<file path="config.mk">
export PLATFORM = sky130hd
export DESIGN_NAME = fp_bf16_cvt
export DESIGN_NICKNAME = d
export VERILOG_FILES = /design/src/rtl/fpbf_pkg.sv /design/src/rtl/fpbf_classify.sv /design/src/rtl/fpbf_narrow.sv /design/src/rtl/fpbf_widen.sv /design/src/rtl/fpbf_out_stage.sv /design/src/rtl/fp_bf16_cvt.sv
export SDC_FILE = /design/constraint.sdc
export NUM_CORES = 1
export LEC_CHECK = 0
export BUFFER_PORTS_ARGS = -buffer_cell sky130_fd_sc_hd__buf_2
export CORE_MARGIN = 2
export CORE_UTILIZATION = 56
export CTS_BUF_LIST = sky130_fd_sc_hd__clkbuf_2 sky130_fd_sc_hd__clkbuf_4 sky130_fd_sc_hd__clkbuf_8
export DETAILED_ROUTE_END_ITERATION = 16
export PLACE_DENSITY = 0.87
export SKIP_LAST_GASP = 1
export SYNTH_ARGS = -nofsm -noshare
export SYNTH_HDL_FRONTEND = slang
export SYNTH_SLANG_ARGS = --single-unit
</file>
<file path="constraint.sdc">
create_clock -name clk -period 6.11 [get_ports clk]
set_clock_uncertainty 0.1 [all_clocks]
set_input_delay 0.3055 -clock clk [delete_from_list [all_inputs] [get_ports clk]]
set_output_delay 0.3055 -clock clk [all_outputs]
set_load 0.01 [all_outputs]
</file>
<file path="src/rtl/fpbf_pkg.sv">
package fpbf_pkg;
  localparam int WIDE_W  = 32;
  localparam int SHORT_W = 16;
  localparam int EXP_W   = 8;
  localparam int WFRAC_W = WIDE_W - 1 - EXP_W;
  localparam int SFRAC_W = SHORT_W - 1 - EXP_W;
  localparam int DROP_W  = WIDE_W - SHORT_W;

  typedef enum logic [2:0] {
    CLS_ZERO,
    CLS_SUB,
    CLS_INF,
    CLS_SNAN,
    CLS_QNAN,
    CLS_NORM
  } fp_class_e;
endpackage

</file>
<file path="src/rtl/fpbf_classify.sv">
module fpbf_classify
  import fpbf_pkg::*;
#(
  parameter int W  = WIDE_W,
  parameter int EW = EXP_W
) (
  input  logic [W-1:0] op,
  output fp_class_e    cls
);
  localparam int FW = W - 1 - EW;

  logic [EW-1:0] ex;
  logic [FW-1:0] fr;

  assign ex = op[W-2 -: EW];
  assign fr = op[FW-1:0];

  always_comb begin
    if (ex == '0)
      cls = (fr == '0) ? CLS_ZERO : CLS_SUB;
    else if (ex == '1) begin
      if (fr == '0)       cls = CLS_INF;
      else if (fr[FW-1])  cls = CLS_QNAN;
      else                cls = CLS_SNAN;
    end else
      cls = CLS_NORM;
  end
endmodule

</file>
<file path="src/rtl/fpbf_narrow.sv">
module fpbf_narrow
  import fpbf_pkg::*;
#(
  parameter int W  = WIDE_W,
  parameter int SW = SHORT_W,
  parameter int EW = EXP_W
) (
  input  logic [W-1:0]  op,
  output logic [SW-1:0] res
);
  localparam int DW    = W - SW;
  localparam int SFW   = SW - 1 - EW;
  localparam logic [W-1:0] HALF_M1 = (W'(1) << (DW - 1)) - W'(1);
  localparam logic [SW-1:0] QUIET = SW'(1) << (SFW - 1);

  fp_class_e    cls;
  logic [W-1:0] bias;
  logic [W-1:0] sum;
  logic [SW-1:0] top;

  fpbf_classify #(.W(W), .EW(EW)) u_cls (
    .op  (op),
    .cls (cls)
  );

  assign top  = op[W-1 -: SW];
  assign bias = HALF_M1 + W'(op[DW]);
  assign sum  = op + bias;

  always_comb begin
    unique case (cls)
      CLS_ZERO, CLS_SUB: res = {op[W-1], {(SW-1){1'b0}}};
      CLS_INF:           res = top;
      CLS_SNAN, CLS_QNAN: res = top | QUIET;
      default:           res = sum[W-1 -: SW];
    endcase
  end
endmodule

</file>
<file path="src/rtl/fpbf_widen.sv">
module fpbf_widen #(
  parameter int W  = 32,
  parameter int SW = 16
) (
  input  logic [SW-1:0] op,
  output logic [W-1:0]  res
);
  assign res = {op, {(W-SW){1'b0}}};
endmodule

</file>
<file path="src/rtl/fpbf_out_stage.sv">
module fpbf_out_stage #(
  parameter int W = 32
) (
  input  logic         clk,
  input  logic         rst,
  input  logic         up_valid,
  output logic         up_ready,
  input  logic [W-1:0] up_data,
  output logic         dn_valid,
  input  logic         dn_ready,
  output logic [W-1:0] dn_data
);
  logic         vld_q;
  logic [W-1:0] dat_q;
  logic         load;

  assign up_ready = dn_ready | ~vld_q;
  assign load     = up_valid & up_ready;

  always_ff @(posedge clk) begin
    if (rst)
      vld_q <= 1'b0;
    else if (up_ready)
      vld_q <= up_valid;
  end

  always_ff @(posedge clk) begin
    if (load)
      dat_q <= up_data;
  end

  assign dn_valid = vld_q;
  assign dn_data  = dat_q;
endmodule

</file>
<file path="src/rtl/fp_bf16_cvt.sv">
module fp_bf16_cvt
  import fpbf_pkg::*;
#(
  parameter int W  = WIDE_W,
  parameter int SW = SHORT_W,
  parameter int EW = EXP_W
) (
  input  logic         clk,
  input  logic         rst,
  input  logic         in_valid,
  output logic         in_ready,
  input  logic         in_narrow,
  input  logic [W-1:0] in_data,
  output logic         out_valid,
  input  logic         out_ready,
  output logic [W-1:0] out_data
);
  logic [SW-1:0] nar_res;
  logic [W-1:0]  wid_res;
  logic [W-1:0]  sel_res;

  fpbf_narrow #(.W(W), .SW(SW), .EW(EW)) u_nar (
    .op  (in_data),
    .res (nar_res)
  );

  fpbf_widen #(.W(W), .SW(SW)) u_wid (
    .op  (in_data[SW-1:0]),
    .res (wid_res)
  );

  assign sel_res = in_narrow ? {{(W-SW){1'b0}}, nar_res} : wid_res;

  fpbf_out_stage #(.W(W)) u_out (
    .clk      (clk),
    .rst      (rst),
    .up_valid (in_valid),
    .up_ready (in_ready),
    .up_data  (sel_res),
    .dn_valid (out_valid),
    .dn_ready (out_ready),
    .dn_data  (out_data)
  );
endmodule

</file>
==> results of run 1 <==
## flip-flops by register name, indices dropped and copies added, names as in the netlist
| signal | cells |
|---|---|
| u_out.dn_data | 32 |
| u_out.dn_valid | 1 |
## layer usage
layer  up-vias  track usage [%]
met2        98             36.2
met5         -                0
met3        11             5.45
met4         0             11.7
met1       899             34.1
li1        946                -
## where the power goes
part / internal [mW] / leakage, nW / switching, mW
Clock: 0.0833 / 0.0484 / 0.0769
Sequential: 0.267 / 0.327 / 0.00310
Combinational: 0.0474 / 0.782 / 0.0703
## area by class of cell
class	count	area (um^2)	area share, %
clock buffers	6	76.3	2.90
clock inverters	2	10.0	0.381
inverters	4	15.0	0.571
multi-input cells	165	1130	43.0
flip-flops and latches	33	981	37.3
well taps	48	60.1	2.28
repair buffers	71	358	13.6
## cell families after synthesis
| group | after synthesis | synth area share, % |
|---|---|---|
| simple gates | 97 | 25.2 |
| compound gates | 47 | 15.9 |
| fa+ha+maj | 16 | 9.33 |
| flops | 33 | 45.7 |
| buf+inv | 9 | 1.63 |
| xor+xnor | 2 | 0.816 |
| mux | 3 | 1.40 |
## cells in the final DEF (no fill, tap or decap), drive strengths merged, types with 2 or more instances in the layout
cell type  instances
buf               71
edfxtp            32
nand2             23
nor2b             17
ha                16
a21oi             15
nor4               9
nor2               8
nand3              8
nor3               7
o21ai              6
clkbuf             6
nand2b             5
and3               5
inv                4
a21o               4
nand4              4
and2               3
a211oi             3
o31a               3
or3                3
mux2i              3
o21a               3
o31ai              3
or4                2
xnor2              2
clkinv             2
## final timing paths
check                 start                 to  slack, ps  depth (start not counted)
max reg2reg  u_out.dn_valid   u_out.dn_data[4]       4750                          3
max             in_data[16]  u_out.dn_data[13]       3470                          9
min                     rst     u_out.dn_valid         70                          2
min reg2reg  u_out.dn_valid     u_out.dn_valid        410                          2
## metrics by stage
stage	util, %	cells	power [mW]	hold slack, ps	setup slack, ps
after global placement	69.5	321	0.386	361	3320
final	71.8	329	0.547	70.1	3470
after detailed placement	69.5	321	0.391	361	3190
after floorplan	-	207	0.343	275	3660
after CTS	71.8	329	0.547	69.9	3490
after global routing	71.8	329	0.575	61.2	3360
## worst max-delay path, delay by kind of cell
family                     cells  cell delay [ps]
AOI/OAI and AO/OA              3              880
adders and majority gates      1              350
buffers and inverters          2              540
and+or+nand+nor                3              510
==> out/results.txt, run 1 <==
The flow ran to the end, and the final reports show no timing, DRC or antenna violations. CTS saw 33 sinks. Across every metal layer, demand over resource in global routing totals 24.5%.

The run gives 2540 um^2 as the instance area after placement. The final count of pins violating max slew came out at 0. After synthesis, the cell types taking the most area are edfxtp_1 45%, ha_1 9.3%, nor2b_1 5.0%. STA classifies the critical path startpoint as an input pin. The run gives 0 as the total inserted antenna cells. CTS built an H-tree with a depth of 2.

The number of design rule violations left after detail routing was 0; the count of endpoints failing setup in the final report was 0. The first global-routing pass estimated 7980 um of wire. Timing would allow up to 379 MHz. The number of buffers on the longest clock path is 2.

The wire-length estimate of the detail-placed layout is 3910 um. With fillers left out, the area of the finished cells amounts to 2630 um^2. TritonCTS built the clock tree.

The clock slew at the register clock pins of the worst setup and hold paths was 70 ps; the die span in y was 65.9 um. Count of hold buffers inserted by post-cts repair: 0. Class of the most critical hold timing path: in -> reg. For the final routed database, the setup TNS stands at 0 ps.

The number of hold violations in the final report was 0; the total CTS buffers was 5. Measured against its own limit, the worst slew margin works out to 45.9%. In the final design database the tool counted 333 nets. For this configuration, the core starts out at a cell density of 58.6%. Clock latency on the worst-skew pair, taken at its later pin, is 280 ps.

The count of flip-flops with a built-in enable after synthesis was 32. The core region is 3660 um^2. The number of detailed-route iterations in the first pass came out at 4. At the pin with the least slew margin, the transition time is 810 ps. The start-to-end type of the worst setup path is in -> reg.

The flip-flop cell with the highest count after synthesis was edfxtp_1. The first routing iteration left 170 violations. In the synthesized netlist the async set-or-reset flop fraction comes to 0%. The commonest cells after synthesis are 32 x edfxtp_1, 23 x nand2_1, 17 x nor2b_1. Dividing the detail-routed via count by the number of cells gives 5.94.

When the netlist entered floorplanning its net count stood at 260. The tool flagged a number of max-cap violations equal to 0. Subtracting the final worst setup slack from the clock period gives 2640 ps. The filler cells instantiated in the layout total 272. Routability-driven placement finished with a final weighted congestion of 0.847. After synthesis, the netlist uses 44 different library cells. The initialized floorplan defines 22 standard-cell rows.

The number of antenna violations at the first check in global routing came out at 0. The post-synthesis instance area was 2150 um^2; the delay of the slowest critical-path stage was 410 ps. The final wirelength was 4990 um; the via count of the first global-routing pass was 1,715.

The area growth from synthesis to final layout was 22.6%; the fraction of layout instances using a drive strength above 1 was 30.2%. The kind of end point of the critical path is a register. The leading area contributor after synthesis was edfxtp_1. Number of top-level design ports: 71. The most common cell in the synthesized netlist is edfxtp_1.

The analysis attributes to cell leakage a power of 1.16 nW. Of the post-synthesis cell area, the dominant cell type holds 44.8%. Of all nets on the critical path, the largest fanout is 14.

The arrival time of data at the critical path endpoint was 2580 ps. After detailed routing, no signal wire sits above met4. The logs give 0 for the global-route congestion overflow total and 1,954 for the via count. The run gives 0 as the number of buffers inserted by post-CTS setup repair.

The largest voltage drop on the vdd net is 0.0000909 V, and the fraction of the cycle the final worst path needs is 43.2%. After detailed routing, the average wire length per cell comes to 15.2 um. The count of synthesis-stage warnings from yosys came out at 0. Input and output buffers added on the ports amount to 70.

Synthesis produced a netlist whose cell count is 207. From left edge to right edge, the die measures 65.9 um. The total power divided by cell area came out at 208 nW/um^2.

In this run the remaining antenna-violating nets after routing total 0. The buffer type at the clock tree root is clkbuf_8. Sum of routed wire segments on met1: 2050 um.

The largest net degree at the start of global routing is 33. Data on the critical path is required at its endpoint by 6050 ps. Walking the worst path, the cells encountered are buf_2 -> inv_1 -> ha_1 -> and3_1 -> and3b_1 -> o31a_1 -> o31ai_2 -> nor4_1 -> o21a_1. Sequential elements use 45.7% of the synthesized area. Worst-path cell with the longest stage delay: o31ai_2. The die covers 4340 um^2.

The post-cts gate resize count came out at 0. A synthesized cell averages 10.4 um^2. Detailed routing placed a total of 2380 um of wire on met2. The tools report the routed length on met3 as 441 um. Setup repair after global routing left no endpoint under its margin. After synthesis the netlist holds a flip-flop and latch count of 33.
(Power assumes the default switching activity.)
==> run 2, diff against run 1 <==
Settings changed: ABC_AREA set to 1, CORE_UTILIZATION 56 to 54, PLACE_DENSITY 0.87 to 0.82.
Clock period 6.11 ns to 2.6 ns, I/O delays scaled along.
==> out/results.txt, run 2 <==
The compound-cell area share of the yosys netlist is 7.41% (-8.5 points). The maximum fanout count along the critical path is 17 (+3), and the share of flip-flops with an asynchronous set or reset after synthesis is 0% (unchanged). The average wire per standard cell works out to 13.3 um (-12%).

TritonCTS built the clock tree. The number of buffers on the longest clock path was 2 (unchanged). The worst path required time came out at 2590 ps (-3460 ps). The run finished with clean final reports.

The total power divided by cell area is 480 nW/um^2 (+130%), and the pre-CTS worst setup slack is 446 ps (-2740 ps). The fraction of layout instances using a drive strength above 1 came out at 27.7% (-2.5 points). Number of hold violations in the final report: 0 (unchanged).

In this run the worst hold path is classified as in -> reg. The cell count of the worst reg-to-reg path was 2 (-1). The number of input and output port buffers inserted is 70 (unchanged), and the register area share after synthesis is 38.8% (-7.0 points). The via count came out at 2,470 (+26%). In the synthesized netlist the dominant register cell turns out to be edfxtp_1. The number of buffers inserted by post-CTS setup repair came out at 0 (unchanged). Start-to-end type of the worst setup path: in -> reg. For the total CTS buffers, the log shows 5 (unchanged).

The run gives 1880 ps (-700 ps) as the arrival time of data at the critical path endpoint. Setup repair after global routing left no endpoint under its margin. The count of synthesis-stage warnings from yosys came out at 0 (unchanged). For the final wirelength, the log shows 6220 um (+25%).

The standard cell core area was 4440 um^2 (+21%); the source-to-sink clock delay at the later pin of the worst-skew pair was 270 ps (about the same). In this run the critical register-to-register path is captured at u_out.dn_data[19]. The die span in y is 72.5 um (+10%), and the via count of the first global-routing pass is 2,272 (+32%). Worst hold path depth: 3 (+1). Buffering stage count on the worst path with inverters included: 2 (unchanged).

Kind of end point of the critical path: a register. The via count normalized by instance count is 5.28 (-11%), and the post-DP HPWL is 5070 um (+30%). The library cell used most frequently in the layout, excluding fill and tap cells, is nand2_1. The run gives 0 (unchanged) as the global-route congestion overflow total. Share of synthesized cell area in and, or, nand and nor gates: 35.9% (+11 points). The wire length of the first global-routing pass was 10,300 um (+29%); the count of flip-flops with a built-in enable after synthesis was 32 (unchanged). The maximum level of the CTS H-tree is 2 (unchanged), and the number of clock sinks is 33 (unchanged). The library cells used most frequently in the layout, excluding fill and tap cells, are 79 x nand2_1, 70 x buf_2, 56 x nor2_1. The slew at the pin closest to its max-slew limit works out to 397 ps (-413 ps). For the remaining antenna violation count, the log shows 0 (unchanged). The max-cap violation count was 0 (unchanged). The tools report the initial cell density of the core as 57.0% (-1.7 points).

The synthesized-area fraction occupied by adder cells was 7.91% (-1.4 points); the unique cell type count in the Yosys netlist was 32 (-27%). The weighted congestion reported at the end of routability-driven placement was 0.969 (+14%); the final cell utilization of the core was 69.1% (-2.8 points). The register cell area after layout is 981 um^2 (unchanged), and the cell leakage power is 1.61 nW (+39%). Delay of the slowest critical-path stage: 330 ps (-80 ps). The run gives 1320 ps (-3430 ps) as the reg-to-reg setup timing slack. By area, the combinational part of the netlist is dominated by simple AND/OR/NAND/NOR gates. Headroom to the max-slew limit: 73.5% (+28 points).

The tools report the highest clock rate as 529 MHz. The tree is rooted in a clkbuf_8. The most numerous cell type found on the critical path is nand2_1.

The tools report the kind of start point of the critical path as an input pin. The number of standard-cell rows in the floorplan was 24 (+9.1%). The most common cell in the synthesized netlist is nand2_1. Die outline width: 72.5 um (+10%). The synthesized design spends more area on one cell type than any other, namely edfxtp_1. The number of antenna violations at the first check in global routing is 0 (unchanged), and the die footprint is 5250 um^2 (+21%). The largest voltage drop on the vdd net came out at 0.000247 V (+170%). Number of standard cells after synthesis: 338 (+63%).

The worst-path cell with the longest stage delay was ha_1. The number of synthesized register bits came out at 33 (unchanged). By area the synthesized netlist is led by edfxtp_1 38%, nand2_1 12%, nor2_1 8.3%. Count of endpoints failing setup in the final report: 0 (unchanged). The tools report the all-layer global routing usage as 25.1% (+0.62 points). By count the netlist is led by 79 x nand2_1, 56 x nor2_1, 51 x inv_1. The tools report the area of the multi-input gates as 1300 um^2 (+15%). The path with the worst hold slack has its endpoint at u_out.dn_data[15]. The accumulated negative setup slack came out at 0 ps (unchanged).

The fraction of the cycle the final worst path needs is 72.8%. From synthesis to final layout, the design area changed by 21.3%. The critical path goes through buf_2 -> inv_2 -> ha_1 -> nand2_1 -> nand2_1 -> a21oi_1 -> nand3_1 -> nand2_1 -> nand3_4 -> nand2_1 -> nand2_1 -> a21oi_1. The final count of pins violating max slew is 0 (unchanged).

The post-synth net total came out at 391 (+50%). The startpoint identified for the worst register-to-register timing path is u_out.dn_valid. Post-synthesis xor/xnor area fraction: 0% (-0.82 points). On the critical path the largest part of the delay comes from simple AND/OR/NAND/NOR gates. Share of the synthesized area in the top cell type: 38.0% (-6.8 points). The mux contribution to synthesized area is 0% (-1.4 points).

The number of top-level design ports was 71 (unchanged); the largest net degree at the start of global routing was 33 (unchanged). The post-cts gate resize count is 0 (unchanged). The worst hold path begins at in_data[31].

The synthesized area per cell was 7.49 um^2 (-28%); the total power consumption of the routed design was 1.47 mW (+170%). The post-route worst setup slack was 708 ps (-2760 ps); the clock slew at the register clock pins of the worst setup and hold paths was 60 ps (about the same). The logs give 400 (+47%) for the number of filler cells placed in the layout and 2530 um^2 (+18%) for the post-synthesis instance area.

The number of design rule violations left after detail routing is 0 (unchanged). The initial detailed-routing violation count was 192 (+13%). The final net count is 467 (+40%). The number of detailed-route iterations in the first pass is 5 (+1), and the shortest clock period the worst path allows after layout is 1890 ps. The number of flip-flops under the largest register name is 32 (unchanged).
-- run 2: where the power goes --
| part | internal [mW] | switching [mW] | leakage, nW |
|---|---|---|---|
| Combinational | 0.120 | 0.223 | 1.23 |
| Sequential | 0.625 | 0.00763 | 0.328 |
| Clock | 0.323 | 0.174 | 0.0619 |
| Total | 1.07 | 0.405 | 1.61 |
-- run 2: worst register-to-register path: cells and delay by family, from the launching register on --
kind                   cells  cell delay (ps)
buffers and inverters      1              370
DFF                        1              320
AOI/OAI and AO/OA          1              130
-- run 2: routing by layer --
| layer | routed length (um) | share of wire (%) | GRT usage (%) |
|---|---|---|---|
| met5 | 0 | 0 | 0 |
| met4 | 66 | 1.1 | 7.82 |
| met3 | 486 | 7.8 | 2.92 |
| met2 | 2820 | 45 | 39.3 |
| met1 | 2850 | 46 | 36.7 |
-- run 2: cell type report --
class,instances,area share [%]
well taps,52,2.12
clock buffers,7,2.93
flip-flops and latches,33,31.9
clock inverters,1,0.978
inverters,62,7.58
repair buffers,72,12.0
multi-input cells,240,42.4
diodes,1,0.0815
-- run 2: metrics by stage --
stage | cells | instance area, um^2 | hold slack, ps
finish | 468 | 3070 | 10.5
detailed placement | 458 | 2940 | 189
floorplan | 338 | 2530 | 99.1
CTS | 467 | 3070 | 10.0
global placement | 458 | 2940 | 185
global route | 467 | 3070 | 38.8
-- run 2: worst max path at each step --
stage	start	end	cells after the start
floorplan	u_out.dn_valid	u_out.dn_data[0]	1
global placement	in_data[16]	u_out.dn_data[8]	14
detailed placement	in_data[16]	u_out.dn_data[8]	14
CTS	in_data[16]	u_out.dn_data[8]	14
global route	in_data[16]	u_out.dn_data[9]	12
finish	in_data[16]	u_out.dn_data[0]	12
-- run 2: kinds of logic (layout without fill, tap and decap cells) --
group / Yosys count / count (layout)
simple gates: 191 / 191
buf+inv: 65 / 142
compound gates: 33 / 33
flops: 33 / 33
fa+ha+maj: 16 / 16
other cells: 0 / 1
-- run 2: repair_timing --
item	4_1_cts	5_1_grt
hold buffers	1	0
setup endpoints to repair	0	0
endpoints found under the hold margin	1	0
==> run 3, diff against run 2 <==
Settings changed: ABC_AREA 1 to 0, CORE_UTILIZATION 54 to 52.
Clock period 2.6 ns to 1.83 ns, I/O delays scaled along.
==> out/results.txt, run 3 (synthesis results as in run 1) <==
The number of standard-cell rows in the floorplan was 23 (-4.2%). The logs give 371 (-21%) for the filler-free cell count of the finished design and 483 MHz for the highest clock rate. Kind of start point of the critical path: an input pin. The shortest clock period the worst path allows after layout is 2070 ps, and the number of input and output port buffers inserted is 70 (unchanged).

The maximum fanout count along the critical path is 7 (-10), and the cell leakage power is 1.40 nW (-13%). The initial cell density of the core came out at 53.6% (-3.3 points). The kind of end point of the critical path is a register.

The path class of the tightest hold or removal check is in -> reg. The run gives 0 (unchanged) as the remaining antenna violation count. The die span in y came out at 68.2 um (-5.8%). The source-to-sink clock delay at the later pin of the worst-skew pair came out at 300 ps (+30 ps). Global-route congestion overflow total: 0 (unchanged). The maximum level of the CTS H-tree was 2 (unchanged); the number of instances in the placed design was 354 (-23%). The run gives -242 ps (-950 ps) as the post-route worst setup slack. The run gives 373 (-20%) as the final net count. The largest voltage drop on the vdd net came out at 0.000359 V (+45%). The die footprint came out at 4660 um^2 (-11%). The via count of the first global-routing pass was 2,176 (-4.2%). For the number of filler cells placed in the layout, the log shows 195 (-51%). The fraction of the cycle the final worst path needs is 113%. The number of hold violations in the final report is 0 (unchanged), and the number of flip-flops under the largest register name is 32 (unchanged). The all-layer global routing usage is 33.3% (+8.1 points). The cell count of the worst reg-to-reg path is 3 (+1). The library cells used most frequently in the layout, excluding fill and tap cells, are 69 x buf_2, 32 x buf_4, 32 x edfxtp_1.

The tools report the final count of pins violating max slew as 0 (unchanged). The clock slew at the register clock pins of the worst setup and hold paths was 80 ps (+20 ps). The tools report the number of clock sinks as 33 (unchanged). The critical path is of the in -> reg type.

The headroom to the max-slew limit was 63.1% (-10 points); the via count normalized by instance count was 6.53 (+24%). For the worst path required time, the log shows 1790 ps (-800 ps). The library cell used most frequently in the layout, excluding fill and tap cells, is buf_2.

The run gives 4000 um^2 (-10%) as the standard cell core area. The total power divided by cell area works out to 637 nW/um^2 (+33%). The wire length of the first global-routing pass is 11,000 um (+6.8%).

The die outline width works out to 68.2 um (-5.8%). The number of buffers on the longest clock path was 2 (unchanged); the total CTS buffers was 5 (unchanged). Setup repair after global routing could not meet its margin everywhere.

The number of detailed-route iterations in the first pass was 5 (unchanged); the number of top-level design ports was 71 (unchanged). The tools report the initial detailed-routing violation count as 448 (+130%). The tools report the via count as 2,422 (-1.9%). The run finished, with violations left. The worst hold path depth is 2 (-1), and the final cell utilization of the core is 83.3% (+14 points).

The final wirelength was 8200 um (+32%); the fraction of layout instances using a drive strength above 1 was 50.2% (+22 points). The logs give 2030 ps (+150 ps) for the arrival time of data at the critical path endpoint and 33 (unchanged) for the largest net degree at the start of global routing. The weighted congestion reported at the end of routability-driven placement is 0.920 (-5.0%), and the average wire per standard cell is 22.1 um (+66%). The slew at the pin closest to its max-slew limit was 548 ps (+151 ps). The tree is rooted in a clkbuf_8.

The max-cap violation count is 0 (unchanged), and the total inserted antenna cells is 0 (-1). The checks that failed: setup timing. The count of endpoints failing setup in the final report came out at 15 (+15). The post-DP HPWL came out at 4140 um (-18%). From synthesis to final layout, the design area changed by 55.3%.

The run gives 0 (unchanged) as the number of design rule violations left after detail routing. The number of antenna violations at the first check in global routing came out at 0 (unchanged). TritonCTS built the clock tree.
## run 3: final timing paths
kind | end | startpoint | slack, ps
max | u_out.dn_data[9] | in_data[16] | -240
min | u_out.dn_data[20] | in_data[4] | 50
max reg2reg | u_out.dn_valid | u_out.dn_valid | 550
min reg2reg | u_out.dn_data[20] | u_out.dn_valid | 860
## run 3: power by group
part / leakage, nW / switching, mW / internal (mW)
combinational: 1.03 / 0.355 / 0.297
clock: 0.0484 / 0.292 / 0.278
sequential: 0.327 / 0.0123 / 0.889
## run 3: stage by stage
step / TNS, ps / hold WS (ps) / total power, mW / area (um^2) / worst slack (ps)
2_1_floorplan: -3420 / 60.6 / 1.15 / 2160 / -325
3_3_place_gp: -8220 / 147 / 1.35 / 2810 / -611
3_5_place_dp: -9060 / 165 / 1.37 / 2810 / -659
4_1_cts: -1330 / 24.0 / 2.01 / 3230 / -170
5_1_grt: -3010 / 46.0 / 2.19 / 3330 / -302
6_report: -2420 / 50.6 / 2.12 / 3330 / -242
## run 3: per-layer routing
layer	global-route usage, %	routed length, um	vias up
met5	0	0	-
met4	18.0	426	0
met3	7.73	842	53
met2	54.4	3870	218
met1	40.6	3070	1119
li1	-	-	1032
## run 3: what timing repair did
item,4_1_cts,5_1_grt
hold buffers,3,0
setup endpoints to repair,15,15
setup buffers,4,2
pin swaps,33,11
resized for setup,39,17
hold endpoints to repair,2,0
## run 3: area by class of cell
type / count / area (um^2) / area share, %
inverters: 4 / 18.8 / 0.563
well taps: 50 / 62.6 / 1.88
clock buffers: 6 / 76.3 / 2.29
repair buffers: 111 / 716 / 21.5
flip-flops and latches: 33 / 981 / 29.4
multi-input cells: 165 / 1470 / 44.1
clock inverters: 2 / 10.0 / 0.300
## run 3: critical path, cell delays in order
cell and delay, ps:
buf_8 80, clkinvlp_4 100, buf_12 160, ha_4 250
and3_4 170, and3b_1 190, o31a_1 360, o31ai_4 330
nor4_1 90, o21a_1 190
